===== config.mk =====
export PLATFORM = sky130hd
export DESIGN_NAME = flowctl_top
export DESIGN_NICKNAME = d
export VERILOG_FILES = /design/src/rtl/flowctl_pkg.sv /design/src/rtl/flowctl_cts_sync.sv /design/src/rtl/flowctl_rts_gen.sv /design/src/rtl/flowctl_tx_gate.sv /design/src/rtl/flowctl_top.sv
export SDC_FILE = /design/constraint.sdc
export NUM_CORES = 1
export LEC_CHECK = 0
export BUFFER_PORTS_ARGS = -buffer_cell sky130_fd_sc_hd__buf_2
export CORE_AREA = 2 2 39 41
export CTS_CLUSTER_DIAMETER = 60
export DETAILED_ROUTE_END_ITERATION = 8
export DIE_AREA = 0 0 41 43
export GPL_ROUTABILITY_DRIVEN = 0
export PLACE_DENSITY_LB_ADDON = 0.25
export SLEW_MARGIN = 20
export SYNTH_ARGS = -nofsm -noshare
export SYNTH_HDL_FRONTEND = slang
export SYNTH_SLANG_ARGS = --single-unit

===== constraint.sdc =====
create_clock -name clk -period 1.35 [get_ports clk]
set_input_delay 0.0675 -clock clk [delete_from_list [all_inputs] [get_ports clk]]
set_output_delay 0.0675 -clock clk [all_outputs]
set_load 0.005 [all_outputs]

===== src/rtl/flowctl_pkg.sv =====
package flowctl_pkg;
  localparam int unsigned HYST        = 4;
  localparam int unsigned BIT_BREAK   = 8;
  localparam int unsigned BIT_CTS_EN  = 14;
  localparam int unsigned BIT_CTS_INV = 15;
  localparam int unsigned BIT_RTS_EN  = 18;
  localparam int unsigned BIT_MARK_LO = 19;
  localparam int unsigned BIT_RTS_INV = 21;

  // High-water mark in bytes for a 2-bit code: 8, 16, 32, 48
  function automatic int unsigned high_mark(input logic [1:0] code);
    case (code)
      2'd0:    return 8;
      2'd1:    return 16;
      2'd2:    return 32;
      default: return 48;
    endcase
  endfunction

  function automatic int unsigned low_mark(input logic [1:0] code);
    return high_mark(code) - HYST;
  endfunction
endpackage


===== src/rtl/flowctl_cts_sync.sv =====
module flowctl_cts_sync #(
  parameter int STAGES = 2
) (
  input  logic clk,
  input  logic rst_n,
  input  logic async_in,
  output logic sync_out
);
  logic [STAGES-1:0] chain_q;

  always_ff @(posedge clk or negedge rst_n) begin
    if (!rst_n) chain_q <= '0;
    else        chain_q <= {chain_q[STAGES-2:0], async_in};
  end

  assign sync_out = chain_q[STAGES-1];
endmodule


===== src/rtl/flowctl_rts_gen.sv =====
module flowctl_rts_gen
  import flowctl_pkg::*;
#(
  parameter int LVL_W = 7
) (
  input  logic             clk,
  input  logic             rst_n,
  input  logic [LVL_W-1:0] rx_level,
  input  logic [1:0]       mark_code,
  output logic             full_hold
);
  logic [LVL_W-1:0] hi_m, lo_m;
  logic             hold_q;
  logic             above_hi, below_lo;

  assign hi_m     = LVL_W'(high_mark(mark_code));
  assign lo_m     = LVL_W'(low_mark(mark_code));
  assign above_hi = (rx_level >= hi_m);
  assign below_lo = (rx_level < lo_m);

  always_ff @(posedge clk or negedge rst_n) begin
    if (!rst_n)        hold_q <= 1'b0;
    else if (above_hi) hold_q <= 1'b1;
    else if (below_lo) hold_q <= 1'b0;
  end

  assign full_hold = hold_q;

  p_hold_set_r2: assert property (@(posedge clk) disable iff (!rst_n)
    (rx_level >= hi_m) |=> full_hold);
  p_hold_clear_r3: assert property (@(posedge clk) disable iff (!rst_n)
    (rx_level < lo_m) |=> !full_hold);
  p_hold_band_r3: assert property (@(posedge clk) disable iff (!rst_n)
    ((rx_level < hi_m) && (rx_level >= lo_m)) |=> $stable(full_hold));
endmodule


===== src/rtl/flowctl_tx_gate.sv =====
module flowctl_tx_gate (
  input  logic clk,
  input  logic rst_n,
  input  logic clear_now,
  input  logic frame_boundary,
  output logic permit_q
);
  always_ff @(posedge clk or negedge rst_n) begin
    if (!rst_n)              permit_q <= 1'b0;
    else if (frame_boundary) permit_q <= clear_now;
  end

  p_permit_frozen_r7: assert property (@(posedge clk) disable iff (!rst_n)
    !frame_boundary |=> $stable(permit_q));
  p_permit_take_r7: assert property (@(posedge clk) disable iff (!rst_n)
    frame_boundary |=> (permit_q == $past(clear_now)));
endmodule


===== src/rtl/flowctl_top.sv =====
module flowctl_top
  import flowctl_pkg::*;
#(
  parameter int LVL_W = 7
) (
  input  logic             clk,
  input  logic             rst_n,
  input  logic [31:0]      ctrl_word,
  input  logic [LVL_W-1:0] rx_level,
  input  logic             cts_in,
  input  logic             frame_boundary,
  input  logic             tx_serial,
  output logic             rts_out,
  output logic             tx_permit,
  output logic             tx_line
);
  logic rts_en, rts_inv, cts_en, cts_inv, brk;
  logic [1:0] mark_code;
  logic full_hold, rts_ready, cts_synced, cts_clear, permit_q;
  logic ctrl_unused;

  assign rts_en    = ctrl_word[BIT_RTS_EN];
  assign rts_inv   = ctrl_word[BIT_RTS_INV];
  assign cts_en    = ctrl_word[BIT_CTS_EN];
  assign cts_inv   = ctrl_word[BIT_CTS_INV];
  assign brk       = ctrl_word[BIT_BREAK];
  assign mark_code = ctrl_word[BIT_MARK_LO +: 2];
  assign ctrl_unused = ^{ctrl_word[31:22], ctrl_word[17:16],
                         ctrl_word[13:9], ctrl_word[7:0]};

  flowctl_rts_gen #(.LVL_W(LVL_W)) u_rts (
    .clk(clk), .rst_n(rst_n), .rx_level(rx_level),
    .mark_code(mark_code), .full_hold(full_hold));

  flowctl_cts_sync #(.STAGES(2)) u_sync (
    .clk(clk), .rst_n(rst_n), .async_in(cts_in), .sync_out(cts_synced));

  // Clear to send after polarity; always clear when gating is off
  assign cts_clear = cts_en ? (cts_synced ^ cts_inv) : 1'b1;

  flowctl_tx_gate u_gate (
    .clk(clk), .rst_n(rst_n), .clear_now(cts_clear),
    .frame_boundary(frame_boundary), .permit_q(permit_q));

  assign rts_ready = rts_en ? !full_hold : 1'b1;
  assign rts_out   = rts_ready ^ rts_inv;
  assign tx_permit = !cts_en || permit_q;
  assign tx_line   = brk ? 1'b0 : tx_serial;

  p_rts_off_r5: assert property (@(posedge clk) disable iff (!rst_n)
    !rts_en |-> (rts_out == !rts_inv));
  p_no_gate_r9: assert property (@(posedge clk) disable iff (!rst_n)
    !cts_en |-> tx_permit);
  p_break_low_r10: assert property (@(posedge clk) disable iff (!rst_n)
    brk |-> !tx_line);
  p_hold_drops_r2: assert property (@(posedge clk) disable iff (!rst_n)
    (rts_en && full_hold) |-> (rts_out == rts_inv));
endmodule


==> key figures <==
Status
  – Outcome: finished, final reports clean

Synth
  – Post-Synthesis Cells: 35
  – Share of the synthesized area in the top cell type: 30.08%
  – Mean Syn Cell Area: 9.509 µm²
  – Synthesized Nets: 86
  – Post-synth cell types: 18
  – Synth area leader: dfrtp_1
  – Mapped Area: 332.8 µm²
  – Sequential share of the synthesized area: 30.08%
  – Area contributors post-synth: dfrtp_1, ha_1, nor2b_1
  – Seq cells post-synth: 4
  – Syn. warnings: 0

Pwr
  – VDD IR-drop max: 0.2774 mV
  – Pint: 0.0002919 W
  – Clock power frac: 36.6%
  – Leakage power total: 0.2759 nW
  – Final Power: 0.0003855 W
  – Switch Pwr: 0.00009366 W
  – Pwr per Cell Area: 737.1 nW/µm²
  – Register share of total power: 34.6%
  – Switching part of the total power: 24.29%
  – Power share of the combinational group: 28.9%

Routing
  – Number of remaining DRC errors: 0
  – Post-DR wirelength/cell: 8.338 µm
  – 1st-iter DRT viols: 3
  – Initial DRT Pass Iterations: 2
  – DR vias/cell: 4.250
  – Antenna Nets Post-Route: 0
  – Routed wire length: 667 µm
  – DR vias: 340

Clocking
  – TritonCTS buffer count: 3
  – Post-CTS sizing: 0
  – CTS Buffer Depth: 2
  – Clk slew on worst S/H paths: 0.03 ns
  – Clock latency on the worst-skew pair: 0.23 ns
  – # Post-CTS Setup Buffers: 0
  – TritonCTS clock tree: yes
  – H-tree levels: 1
  – # clock sinks: 4
  – CTS root buf: clkbuf_4

Timing
  – Final setup fails: 0
  – Clock skew: 0.0008505 ns
  – Hold_ws: 0.04035 ns
  – Min Tclk post-route: 1.150 ns
  – Final Hold Viols: 0
  – Final period util: 85.21%
  – RSZ-0062 raised after global routing: false
  – Pins over their slew limit: 0
  – Fin Setup TNS: 0 ns
  – Fmax: 869.3 MHz

Global routing
  – Gr usage total: 9.284%
  – Initial antenna violation count: 0
  – Gr ovfl total: 0
  – First-pass GRT wire length: 1083 µm
  – Largest net degree at the start of global routing: 5
  – Number of global-route vias before repair: 303

Place
  – IO Port Bufs: 21
  – Post-DP HPWL: 583.1 µm
  – Placed Cells: 75

Setup path
  – Reg2reg start: u_rts.full_hold
  – Crit path max-delay cell type: a2111o_1
  – R2R Path End: u_rts.full_hold
  – Critical path depth in cells: 7
  – CP Capture Type: flip-flop
  – Flop-to-flop setup slack: 0.49 ns
  – CP arrival: 1.25 ns
  – Crit path cell chain: buf_2 > inv_1 > ha_1 > nor2b_1 > o21ai_0 > o31ai_1 > a2111o_1
  – WP data required: 1.45 ns
  – Setup CP Type: in -> reg
  – Max stage delay on crit path: 0.39 ns
  – R2r worst-path depth: 1
  – Cell family with most CP delay: compound AO/OA/AOI/OAI gates
  – Buf+Inv Stages, Crit Path: 2
  – Worst Path Max Fanout: 3
  – CP Launch Type: input pin

Cells and area
  – # diodes: 0
  – Filler cell count: 154
  – Layout Nets: 117
  – Non-filler cells, final: 80
  – Share of cells above drive strength 1: 43.75%
  – Synth-to-Final Area Change: 57.14%

Floorplanning
  – IO Count: 47
  – Core Box Area: 1384 µm²
  – Die height: 43 µm
  – Row count: 14
  – Die Wd: 41 µm
  – DIE AREA: 1763 µm²
  – Initial Util: 24.05%

Flow run
  – Max-cap violations: 0

Min path
  – Worst hold-check path type: in -> reg
  – Hold endpoint: u_gate.permit_q
  – WHS Path Cells: 2
  – Hold Startpoint: ctrl_word[14]
[state kept, by name, summed over array words and instances (netlist names)]
name / flops
u_rts.full_hold: 1
u_gate.permit_q: 1
u_sync.chain_q: 2
[logic make-up after synthesis]
| group | count (synthesis) | share of synthesized area, % |
|---|---|---|
| AOI/OAI and AO/OA | 6 | 15.04 |
| and+or+nand+nor | 12 | 18.80 |
| DFF | 4 | 30.08 |
| other | 1 | 1.127 |
| buffers and inverters | 3 | 3.383 |
| xor gates and xnor gates | 2 | 5.264 |
| adders and majority gates | 7 | 26.31 |
[cells in the final DEF, fill, tap and decap left out, types with 2 or more instances in the layout]
cell type	n
clkbuf_4	3
buf_4	3
ha_1	7
dlygate4sd3_1	2
nor2b_1	3
nand2_1	3
dfrtp_1	4
buf_2	21
nor2_1	2
nand3_1	2
inv_1	3
[how the worst max path moves through the flow]
| stage | endpoint | start |
|---|---|---|
| floorplan | u_rts.full_hold | ctrl_word[19] |
| global placement | u_rts.full_hold | ctrl_word[19] |
| detailed placement | u_rts.full_hold | ctrl_word[19] |
| CTS | u_rts.full_hold | ctrl_word[19] |
| global route | u_rts.full_hold | ctrl_word[19] |
| finish | u_rts.full_hold | ctrl_word[19] |
[cell usage after synthesis]
library cell,n
nand2_1,3
conb_1,1
nand3_1,2
nand4b_1,1
o31ai_1,1
o2111ai_2,1
nand2b_1,1
xnor2_1,1
a21oi_1,1
a31oi_1,1
nor2_1,2
dfrtp_1,4
xor2_1,1
o21ai_0,1
ha_1,7
nor2b_1,3
inv_1,3
a2111o_1,1
[power groups by stage]
| stage | combinational (W) | sequential (W) | clock, W |
|---|---|---|---|
| floorplan | 0.0000541 | 0.000134 | 0 |
| global placement | 0.000108 | 0.000135 | 0 |
| detailed placement | 0.000108 | 0.000135 | 0 |
| CTS | 0.000114 | 0.000133 | 0.000150 |
| global route | 0.000129 | 0.000135 | 0.000157 |
| finish | 0.000111 | 0.000133 | 0.000141 |
[timing repair]
action                                  in CTS  in global routing
endpoints found under the hold margin        5                  0
hold buffers                                 2                  0
endpoints found under the setup margin       0                  0
[layer usage]
metal | track usage [%] | up-vias | share of wire (%)
li1 | - | 181 | -
met1 | 10.13 | 149 | 44
met2 | 14.37 | 10 | 51
met3 | 3.141 | 0 | 5.1
met4 | 6.000 | 0 | 0
met5 | 0 | - | 0
[per-stage QoR]
step	setup WS, ns	utilization, %	cell area, µm²
CTS	0.1906	37.79	523.0
floorplan	0.1609	-	332.8
global placement	-0.04660	34.72	480.5
finish	0.1997	37.79	523.0
detailed placement	-0.05265	34.72	480.5
global route	0.1214	37.79	523.0
[layout make-up]
| class | instances | area [µm²] | area share (%) |
|---|---|---|---|
| Clock buffer | 3 | 22.52 | 4.306 |
| Inverter | 3 | 11.26 | 2.153 |
| Multi-Input combinational cell | 28 | 221.5 | 42.34 |
| Sequential cell | 4 | 100.1 | 19.14 |
| Tap cell | 16 | 20.02 | 3.828 |
| Timing Repair Buffer | 26 | 147.6 | 28.23 |
(Power assumes the default switching activity.)
